==> src/rtl/sdmmc_cmd_pkg.sv <==
package sdmmc_cmd_pkg;
  localparam int IDX_W      = 6;
  localparam int ARG_W      = 32;
  localparam int WORD_W     = 32;
  localparam int SHORT_BITS = 48;
  localparam int LONG_BITS  = 136;
  localparam int CTRL_W     = 11;
  // control word flag positions
  localparam int F_RESP = 6;
  localparam int F_LONG = 7;
  localparam int F_INTR = 8;
  localparam int F_PEND = 9;
  localparam int F_EN   = 10;

  typedef enum logic [2:0] {
    ST_IDLE, ST_PEND, ST_SEND, ST_WAIT, ST_RECV, ST_GAP
  } cmd_state_e;
endpackage

==> src/rtl/sdmmc_crc7.sv <==
module sdmmc_crc7 (
  input  logic       clk_i,
  input  logic       rst_ni,
  input  logic       clr_i,
  input  logic       en_i,
  input  logic       bit_i,
  output logic [6:0] crc_o
);
  logic [6:0] crc_q;
  logic       fb;

  assign fb    = bit_i ^ crc_q[6];
  assign crc_o = crc_q;

  always_ff @(posedge clk_i or negedge rst_ni) begin
    if (!rst_ni)     crc_q <= '0;
    else if (clr_i)  crc_q <= '0;
    else if (en_i)   crc_q <= {crc_q[5:0], 1'b0} ^ {3'b000, fb, 2'b00, fb};
  end
endmodule

==> src/rtl/sdmmc_cmd_tx.sv <==
module sdmmc_cmd_tx #(
  parameter int IDX_W = 6,
  parameter int ARG_W = 32
) (
  input  logic             clk_i,
  input  logic             rst_ni,
  input  logic             load_i,
  input  logic [IDX_W-1:0] idx_i,
  input  logic [ARG_W-1:0] arg_i,
  input  logic             step_i,
  output logic             bit_o,
  output logic             done_o
);
  localparam int HDR_W   = 2 + IDX_W + ARG_W;
  localparam int FRAME_W = HDR_W + 8;
  localparam int CNT_W   = $clog2(FRAME_W);
  localparam logic [CNT_W-1:0] HDR_END  = CNT_W'(HDR_W);
  localparam logic [CNT_W-1:0] CRC_END  = CNT_W'(HDR_W + 7);
  localparam logic [CNT_W-1:0] LAST_BIT = CNT_W'(FRAME_W - 1);

  logic [HDR_W-1:0] hdr_q;
  logic [CNT_W-1:0] cnt_q;
  logic [6:0]       crc;
  logic [2:0]       crc_sel;
  logic             in_hdr, in_crc;

  assign in_hdr  = cnt_q < HDR_END;
  assign in_crc  = cnt_q < CRC_END;
  assign crc_sel = 3'(CNT_W'(HDR_W + 6) - cnt_q);
  assign bit_o   = in_hdr ? hdr_q[HDR_W-1] : (in_crc ? crc[crc_sel] : 1'b1);
  assign done_o  = step_i && (cnt_q == LAST_BIT);

  always_ff @(posedge clk_i or negedge rst_ni) begin
    if (!rst_ni) begin
      hdr_q <= '0;
      cnt_q <= '0;
    end else if (load_i) begin
      hdr_q <= {2'b01, idx_i, arg_i};
      cnt_q <= '0;
    end else if (step_i) begin
      if (in_hdr) hdr_q <= {hdr_q[HDR_W-2:0], 1'b0};
      cnt_q <= cnt_q + 1'b1;
    end
  end

  // running CRC over the header, shifted out right after it
  sdmmc_crc7 i_crc (
    .clk_i  (clk_i),
    .rst_ni (rst_ni),
    .clr_i  (load_i),
    .en_i   (step_i && in_hdr),
    .bit_i  (hdr_q[HDR_W-1]),
    .crc_o  (crc)
  );
endmodule

==> src/rtl/sdmmc_cmd_rx.sv <==
module sdmmc_cmd_rx #(
  parameter int SHORT_BITS = 48,
  parameter int LONG_BITS  = 136
) (
  input  logic                 clk_i,
  input  logic                 rst_ni,
  input  logic                 start_i,
  input  logic                 step_i,
  input  logic                 bit_i,
  input  logic                 long_i,
  output logic                 done_o,
  output logic                 crc_ok_o,
  output logic [LONG_BITS-3:0] bits_o
);
  localparam int CNT_W = $clog2(LONG_BITS + 1);
  localparam int KEEP  = LONG_BITS - 2;
  localparam logic [CNT_W-1:0] S_LAST   = CNT_W'(SHORT_BITS - 1);
  localparam logic [CNT_W-1:0] L_LAST   = CNT_W'(LONG_BITS - 1);
  localparam logic [CNT_W-1:0] S_CRC_HI = CNT_W'(SHORT_BITS - 8);
  localparam logic [CNT_W-1:0] L_CRC_LO = CNT_W'(LONG_BITS - 128);
  localparam logic [CNT_W-1:0] L_CRC_HI = CNT_W'(LONG_BITS - 8);

  logic [KEEP-2:0]  sh_q;
  logic [CNT_W-1:0] cnt_q;
  logic [6:0]       crc;
  logic             in_win;

  assign in_win   = long_i ? (cnt_q >= L_CRC_LO && cnt_q < L_CRC_HI) : (cnt_q < S_CRC_HI);
  assign done_o   = step_i && (cnt_q == (long_i ? L_LAST : S_LAST));
  assign crc_ok_o = (crc == sh_q[6:0]);
  assign bits_o   = {sh_q, bit_i};

  always_ff @(posedge clk_i or negedge rst_ni) begin
    if (!rst_ni) begin
      sh_q  <= '0;
      cnt_q <= '0;
    end else if (start_i) begin
      cnt_q <= '0;
    end else if (step_i) begin
      sh_q  <= {sh_q[KEEP-3:0], bit_i};
      cnt_q <= cnt_q + 1'b1;
    end
  end

  sdmmc_crc7 i_crc (
    .clk_i  (clk_i),
    .rst_ni (rst_ni),
    .clr_i  (start_i),
    .en_i   (step_i && in_win),
    .bit_i  (bit_i),
    .crc_o  (crc)
  );
endmodule

==> src/rtl/sdmmc_cmd_path.sv <==
module sdmmc_cmd_path
  import sdmmc_cmd_pkg::*;
#(
  parameter int TIMEOUT_TICKS = 64,
  parameter int GAP_TICKS     = 8
) (
  input  logic              clk_i,
  input  logic              rst_ni,
  input  logic              bit_stb_i,
  input  logic              cmd_wr_i,
  input  logic [CTRL_W-1:0] cmd_ctrl_i,
  input  logic [ARG_W-1:0]  cmd_arg_i,
  input  logic              pend_i,
  input  logic              irq_i,
  input  logic              cmd_in_i,
  output logic              cmd_out_o,
  output logic              cmd_oe_o,
  output logic              active_o,
  output logic              sent_o,
  output logic              resp_ok_o,
  output logic              crc_fail_o,
  output logic              timeout_o,
  output logic [IDX_W-1:0]  resp_idx_o,
  output logic [WORD_W-1:0] resp0_o,
  output logic [WORD_W-1:0] resp1_o,
  output logic [WORD_W-1:0] resp2_o,
  output logic [WORD_W-1:0] resp3_o
);
  localparam int TMR_W = $clog2(TIMEOUT_TICKS + 1);
  localparam int GAP_W = $clog2(GAP_TICKS + 1);
  localparam logic [TMR_W-1:0] TMR_LAST = TMR_W'(TIMEOUT_TICKS - 1);
  localparam logic [GAP_W-1:0] GAP_LAST = GAP_W'(GAP_TICKS - 1);

  cmd_state_e          state_q;
  logic                want_q, long_q, intr_q;
  logic [TMR_W-1:0]    tmr_q;
  logic [GAP_W-1:0]    gap_q;
  logic                accept, start_bit, tx_step, tx_bit, tx_done;
  logic                rx_step, rx_done, rx_crc_ok;
  logic [LONG_BITS-3:0] rx_bits;

  assign accept    = (state_q == ST_IDLE) && cmd_wr_i && cmd_ctrl_i[F_EN];
  assign start_bit = bit_stb_i && !cmd_in_i;
  assign tx_step   = (state_q == ST_SEND) && bit_stb_i;
  assign rx_step   = ((state_q == ST_WAIT) && start_bit) || ((state_q == ST_RECV) && bit_stb_i);

  sdmmc_cmd_tx #(.IDX_W(IDX_W), .ARG_W(ARG_W)) i_tx (
    .clk_i  (clk_i),
    .rst_ni (rst_ni),
    .load_i (accept),
    .idx_i  (cmd_ctrl_i[IDX_W-1:0]),
    .arg_i  (cmd_arg_i),
    .step_i (tx_step),
    .bit_o  (tx_bit),
    .done_o (tx_done)
  );

  sdmmc_cmd_rx #(.SHORT_BITS(SHORT_BITS), .LONG_BITS(LONG_BITS)) i_rx (
    .clk_i    (clk_i),
    .rst_ni   (rst_ni),
    .start_i  (tx_done),
    .step_i   (rx_step),
    .bit_i    (cmd_in_i),
    .long_i   (long_q),
    .done_o   (rx_done),
    .crc_ok_o (rx_crc_ok),
    .bits_o   (rx_bits)
  );

  always_ff @(posedge clk_i or negedge rst_ni) begin
    if (!rst_ni) begin
      state_q    <= ST_IDLE;
      want_q     <= 1'b0;
      long_q     <= 1'b0;
      intr_q     <= 1'b0;
      tmr_q      <= '0;
      gap_q      <= '0;
      sent_o     <= 1'b0;
      resp_ok_o  <= 1'b0;
      crc_fail_o <= 1'b0;
      timeout_o  <= 1'b0;
      resp_idx_o <= '0;
      resp0_o    <= '0;
      resp1_o    <= '0;
      resp2_o    <= '0;
      resp3_o    <= '0;
    end else begin
      unique case (state_q)
        ST_IDLE: if (accept) begin
          want_q     <= cmd_ctrl_i[F_RESP];
          long_q     <= cmd_ctrl_i[F_LONG];
          intr_q     <= cmd_ctrl_i[F_INTR];
          sent_o     <= 1'b0;
          resp_ok_o  <= 1'b0;
          crc_fail_o <= 1'b0;
          timeout_o  <= 1'b0;
          resp_idx_o <= '0;
          resp0_o    <= '0;
          resp1_o    <= '0;
          resp2_o    <= '0;
          resp3_o    <= '0;
          state_q    <= cmd_ctrl_i[F_PEND] ? ST_PEND : ST_SEND;
        end
        ST_PEND: if (pend_i) state_q <= ST_SEND;
        ST_SEND: if (tx_done) begin
          tmr_q <= '0;
          gap_q <= '0;
          if (want_q) state_q <= ST_WAIT;
          else begin
            sent_o  <= 1'b1;
            state_q <= ST_GAP;
          end
        end
        ST_WAIT: begin
          // start bit outranks both the timer and the interrupt
          if (start_bit) state_q <= ST_RECV;
          else if (intr_q) begin
            if (irq_i) begin
              sent_o  <= 1'b1;
              state_q <= ST_GAP;
            end
          end else if (bit_stb_i) begin
            if (tmr_q == TMR_LAST) begin
              timeout_o <= 1'b1;
              state_q   <= ST_IDLE;
            end else tmr_q <= tmr_q + 1'b1;
          end
        end
        ST_RECV: if (rx_done) begin
          resp_ok_o  <= rx_crc_ok;
          crc_fail_o <= !rx_crc_ok;
          if (long_q) begin
            resp_idx_o <= rx_bits[133:128];
            resp0_o    <= rx_bits[127:96];
            resp1_o    <= rx_bits[95:64];
            resp2_o    <= rx_bits[63:32];
            resp3_o    <= rx_bits[31:0];
          end else begin
            resp_idx_o <= rx_bits[45:40];
            resp0_o    <= rx_bits[39:8];
          end
          state_q <= ST_GAP;
        end
        ST_GAP: if (bit_stb_i) begin
          if (gap_q == GAP_LAST) state_q <= ST_IDLE;
          else gap_q <= gap_q + 1'b1;
        end
        default: state_q <= ST_IDLE;
      endcase
    end
  end

  assign cmd_oe_o  = (state_q == ST_SEND);
  assign cmd_out_o = cmd_oe_o ? tx_bit : 1'b1;
  assign active_o  = (state_q != ST_IDLE);
endmodule

==> config.mk <==
export PLATFORM = sky130hd
export DESIGN_NAME = sdmmc_cmd_path
export DESIGN_NICKNAME = d
export VERILOG_FILES = /design/src/rtl/sdmmc_cmd_pkg.sv /design/src/rtl/sdmmc_crc7.sv /design/src/rtl/sdmmc_cmd_tx.sv /design/src/rtl/sdmmc_cmd_rx.sv /design/src/rtl/sdmmc_cmd_path.sv
export SDC_FILE = /design/constraint.sdc
export NUM_CORES = 1
export LEC_CHECK = 0
export CAP_MARGIN = 20
export CORE_MARGIN = 5
export CORE_UTILIZATION = 57
export DETAILED_ROUTE_END_ITERATION = 8
export DONT_BUFFER_PORTS = 1
export PLACE_DENSITY = 0.73
export SYNTH_ARGS = -nofsm -noshare
export SYNTH_HDL_FRONTEND = slang
export SYNTH_HIERARCHICAL = 1
export SYNTH_SLANG_ARGS = --single-unit
==> constraint.sdc <==
create_clock -name clk_i -period 2.7 [get_ports clk_i]
set_input_delay 0.135 -clock clk_i [delete_from_list [all_inputs] [get_ports clk_i]]
set_output_delay 0.135 -clock clk_i [all_outputs]
set_load 0.005 [all_outputs]
==> Word level (Yosys, flattened, before mapping) <==
Cells that the tools add are included.
{ "op_classes": {"n_addsub": 5, "n_mul": 0, "n_div": 0, "order_cmp": 6, "eq_ne": 29, "shift": 0, "muxes": 75, "bitwise": 5, "reduce_logical": 36} }
{ "ops": {"columns": ["cell", "n"], "rows": [
  ["$mux W32", 9],
  ["$pmux W32 S2", 4],
  ["$mux W40", 3],
  ["$mux W7", 9],
  ["$mux W3", 12],
  ["$mux W6", 5],
  ["$ne A2 B2 Y1 const B", 13],
  ["$mux W8", 3],
  ["$pmux W3 S6", 1],
  ["$reduce_bool A2 Y1", 9],
  ["$mux W1", 17],
  ["$pmux W7 S2", 1],
  ["$xor A7 B4 Y7", 2],
  ["$lt A6 B6 Y1 const B", 2],
  ["$mux W4", 3],
  ["$pmux W6 S2", 1],
  ["$reduce_and A6 Y1", 2],
  ["$logic_and A1 B1 Y1", 11],
  ["$reduce_and A9 Y1", 1],
  ["$add A8 B1 Y8 const B", 1],
  ["$eq A8 B8 Y1", 1],
  ["$ge A8 B4 Y1 const B", 1],
  ["$lt A8 B6 Y1 const B", 1],
  ["$lt A8 B8 Y1 const B", 1],
  ["other kinds (30)", 43]
]} }
{ "word_totals": {"register_bits": 356, "latch_bits": 0, "mem_bits_rw": 0, "romBits": 0, "out_inout_bits": 141, "elab_cells": 177, "mem_count": 0} }

==> Depth between registers and ports, before layout <==
{ "logic_depth": {"word_depth": 7, "depth_mapped": 16, "mapped_depth_nobuf": 11} }

==> Cells and area by module <==
Netlist, hierarchy kept.
{ "by_module_without_submodules": {"columns": ["module", "n_inst", "cells_per_inst", "area_each_um2", "seq_area_each_um2"], "rows": [
  ["sdmmc_cmd_path", 1, 718, 7110.6, 3878.7],
  ["sdmmc_cmd_rx", 1, 342, 5864.4, 3528.4],
  ["sdmmc_cmd_tx", 1, 267, 2318.5, 1151.1],
  ["sdmmc_crc7", 2, 28, 307.8, 175.2]
]} }

==> Least setup slack after synthesis <==
No wires, ideal clock.
{ "synth_path": {"path_kind": "reg2reg", "start": "reg state_q[0]", "end": "reg resp1_o[0]", "setup_ns": 0.133, "arrival_time_ns": 2.439, "slack_ns": 0.128, "stages_incl_launch_ff": 17, "path_buffers": 5, "synth_period_minus_slack_ns": 2.572, "cell_sequence": "dfrtp_1 nor2_1 nand2_1 buf_2 o21ai_0 and2_1 buf_6 nand4_1 nor2_1 nand2_1 o211ai_1 o211ai_1 buf_2 buf_2 buf_4 nand2_1 o21ai_0"} }
{ "synth_between": {"elab_chain_cells": 6, "elab_cells_between_ends": 15, "cone_classes": "eq/ne: 5; mux: 1; reduce/logical: 9"} }
{ "synth_rtl": {"columns": ["element", "line", "source"], "rows": [
  ["start, declared", "sdmmc_cmd_path.sv:34", "cmd_state_e state_q;"],
  ["start signal, assigned", "sdmmc_cmd_path.sv:102", "state_q <= cmd_ctrl_i[F_PEND] ? ST_PEND : ST_SEND;"],
  ["$eq A3 B2 Y1 / $eq A3 B3 Y1 (equally long branches)", "sdmmc_cmd_path.sv:45", "assign rx_step = ((state_q == ST_WAIT) && start_bit) || ((state_q == ST_RECV) && bit_stb_i);"],
  ["$logic_and A1 B1 Y1", "sdmmc_cmd_path.sv:45", null],
  ["$logic_or A1 B1 Y1 (*)", "sdmmc_cmd_path.sv:45", null],
  ["via rx_step", "sdmmc_cmd_path.sv:39", "logic rx_step, rx_done, rx_crc_ok;"],
  ["$logic_and A1 B1 Y1 (*)", "sdmmc_cmd_rx.sv:29", "assign done_o = step_i && (cnt_q == (long_i ? L_LAST : S_LAST));"],
  ["via rx_done", "sdmmc_cmd_path.sv:39", null],
  ["$ne A2 B1 Y1 (no line) (*)", null, null],
  ["$reduce_and A4 Y1 (no line) (*)", null, null],
  ["end signal, assigned", "sdmmc_cmd_path.sv:135", "resp1_o <= rx_bits[95:64];"],
  ["end, declared", "sdmmc_cmd_path.sv:25", "output logic [WORD_W-1:0] resp1_o,"]
]} }
Mark *: on every way through the listed nets, which the timed path passes. The rest lies on a longest branch.
A chain may end at the register's enable or synchronous reset.

==> Final worst setup path <==
{ "layout_path": {"start": "reg state_q[1]", "end": "reg state_q[1]"} }
{ "layout_between": {"elab_chain_cells": 6, "elab_cells_between_ends": 25, "cone_classes": "eq/ne: 14; mux: 1; reduce/logical: 10"} }
{ "layout_rtl": {"columns": ["element", "line"], "rows": [
  ["$eq A3 B2 Y1 / $eq A3 B3 Y1 (equally long branches)", "sdmmc_cmd_path.sv:45"],
  ["$logic_and A1 B1 Y1", "sdmmc_cmd_path.sv:45"],
  ["$logic_or A1 B1 Y1 (*)", "sdmmc_cmd_path.sv:45"],
  ["via rx_step", "sdmmc_cmd_path.sv:39"],
  ["$logic_and A1 B1 Y1 (*)", "sdmmc_cmd_rx.sv:29"],
  ["via rx_done", "sdmmc_cmd_path.sv:39"],
  ["$ne A2 B1 Y1 (no line) (*)", null],
  ["$reduce_and A9 Y1 (no line) (*)", null]
]} }
Marked as above.

==> impl_metrics.toml <==
[run_status]
status = "finished, violations left"
failed_checks = "hold timing"

[place]
finalWeightedCongestion = 0.869
placement.cell_area_um2 = 16000
hpwl_um = 19100
port_buffers = 0

[clock_tree]
cts-root-buf = "clkbuf_16"
holdBufCountCts = 45
clock-sinks = 356
insertion_delay_ns = 0.52
cts_made_buffers = 38
clkSlewWorstSetupHoldPaths_ns = 0.06
cts_tree = "built"
htree_levels = 2
cts.path.max_buffers = 3

[global_routing]
grt_overflow = 0
grt_max_degree = 357
grt_util_all_layers = 0.204
grt_pass1_vias = 10168
grt_pass1_wl_um = 53000
antenna_found_initial = 0

[synth]
yosys-top-cells-count = "356 x dfrtp_1, 256 x nand2_1, 149 x o21ai_0, 81 x nor2_1, 71 x mux2_4"
yosysTopAreaCell = "dfrtp_1"
synth_area_leaders = "dfrtp_1 56%, mux2_4 6.7%, nand2_1 6.0%"
yosysWarningCount = 6
yosys_most_used_dff = "dfrtp_1"
netlist-cell-type-count = 57
yosysSeqAreaShare = 0.560
synth.cell_area_um2 = 15900
syn-num-nets = 1439
synth_edf_count = 0
synth_top_cell_area_share = 0.560
async_flop_share = 1.00
synth_seq_cells = 356
synthCells = 1383
avgSynthCellArea_um2 = 11.5
yosysMostFrequentCell = "dfrtp_1"

[power_and_ir_drop]
switchingPower_mw = 5.07
power.density_nw_per_um2 = 901
pwr-share-comb = 0.239
irDropWorstVdd_mv = 0.647
seq_power_share = 0.420
p_total_mw = 16.1
p_leak_nw = 7.95
switching_share = 0.315
clkPwrFrac = 0.341
p_int_mw = 11.0

[routing]
drc = 0
wire_per_inst_um = 18.2
vias = 10193
viasPerCell = 5.64
wl_um = 32900
drtIter0Drc = 760
ant_nets = 0
dr.pass1.iters = 5

[layout]
area_delta_synth_final_pct = 12.3
fin_area_um2 = 17900
drive_gt1_frac = 0.205
num_antenna_cells = 0
utilization = 0.645
finalNetCount = 1455
n_fill_cell = 2078

[timing]
maxSlewViolCount = 0
finalSetupViolCount = 0
fin_crit_sh = 0.931
worstMarginPinSlew_ns = 0.698
skew_ns = 0.0159
fmax_mhz = 398
hold_viol = 356
finalHoldWorstSlack_ns = -0.660
period_needed_ns = 2.51
max_slew_margin = 0.535

[floorplan]
die_area_um2 = 31400
ioPinCount = 191
core_um2 = 27700
rows = 61
dieHeight_um = 177
die_w_um = 177
start_util = 0.574

[critical_path]
cp.required_ns = 3.10
cp_num_buf_inv = 0
critPathTopFamily = "simple AND/OR/NAND/NOR gates"
slowest_stage = "dfrtp_2"
path_cells = "nor2b_4 -> nand2_2 -> o21ai_0 -> and2_1 -> nand4_1 -> nor2_2 -> nand2_1 -> o211ai_1 -> o311ai_1 -> nor3_2 -> mux2_4"
crit_type = "reg2reg"
cp_slowest_stage_delay_ns = 0.41
arrival_ns = 2.92
start_kind = "register"
end_kind = "register"
cp_max_fo = 7

[job]
maxCapViolations = 0

[min_path]
hold_class = "in2async"
[per-layer routing]
metal | vias up | part of all wire | track usage
met5 | - | 0 | 0
met2 | 251 | 0.49 | 0.330
met3 | 46 | 0.070 | 0.0577
li1 | 4826 | - | -
met4 | 0 | 0.018 | 0.0519
met1 | 5070 | 0.42 | 0.275
[power by group through the flow]
stage | clock network (mW) | logic [mW] | registers, mW
floorplan | 0 | 3.20 | 6.59
global placement | 0 | 3.44 | 6.79
detailed placement | 0 | 3.55 | 6.83
CTS | 5.63 | 3.62 | 6.74
global route | 5.84 | 4.22 | 6.85
finish | 5.50 | 3.85 | 6.75
[timing repair]
action / 4_1_cts / 5_1_grt
setup buffers: 0 / 3
hold endpoints to repair: 409 / 356
setup endpoints to repair: 0 / 98
resized for setup: 0 / 8
[through the flow]
stage / TNS (ns) / setup slack, ns / cells / hold WS, ns
floorplan: 0 / 0.128 / 1383 / -0.161
global placement: 0 / 0.219 / 1686 / -0.139
detailed placement: 0 / 0.113 / 1686 / -0.139
CTS: 0 / 0.0519 / 1800 / -0.692
global route: -0.0141 / -0.0121 / 1806 / -0.688
finish: 0 / 0.186 / 1806 / -0.660
[kinds of logic after synthesis]
family / Yosys count / synth area share
AND/OR/NAND/NOR: 434 / 0.119
buffers and inverters: 111 / 0.0459
multiplexers: 192 / 0.149
AO/OA/AOI/OAI: 262 / 0.109
adder cells (fa/ha/maj): 6 / 0.00472
flip-flops: 356 / 0.560
XOR/XNOR: 22 / 0.0121
[final cells by class]
type	instances	area [um2]	area share
sequential	356	8910	0.499
multi-input combinational	916	6290	0.352
clock buffer	54	1090	0.0611
timing repair buffer	78	823	0.0461
tap	378	473	0.0265
clock inverter	15	244	0.0137
inverter	9	36.3	0.00203
[cells in the final DEF, fill, tap and decap left out, drive strengths merged, types with 7 or more instances in the layout]
cell type    count
o21ai          154
mux2i           55
or3              9
inv             11
a31oi           39
xnor2            8
buf             32
a21oi           14
nand3           48
clkbuf          55
clkinv           7
nand4           11
dfrtp          356
mux2           136
o31ai           39
nand2          257
nor2            83
dlygate4sd3     45
xor2            14
[sequential cells by signal (all words and copies together), names as in the netlist]
register	count
i_rx/sh_q	133
i_tx/hdr_q	40
resp0_o	32
resp1_o	32
resp2_o	32
resp3_o	32
i_rx/cnt_q	8
i_rx/i_crc/crc_o	7
i_tx/i_crc/crc_o	7
tmr_q	7
i_tx/cnt_q	6
resp_idx_o	6
gap_q	4
state_q	3
crc_fail_o	1
intr_q	1
long_q	1
resp_ok_o	1
sent_o	1
timeout_o	1
want_q	1
[worst paths after layout]
kind                       slack, ns       endpoint        start  cells after the start
setup / recovery                0.19     state_q[1]   state_q[1]                     11
hold / removal                 -0.66  i_rx/sh_q[83]       rst_ni                      0
setup reg to reg                0.19     state_q[1]   state_q[1]                     11
hold reg to reg                 0.50    resp3_o[28]  resp3_o[28]                      2
max in group asynchronous       2.96  i_rx/sh_q[30]       rst_ni                      0
min in group clk_i              0.03  i_tx/cnt_q[3]     cmd_wr_i                      3
Note: power is estimated with default switching activity, not from simulation.
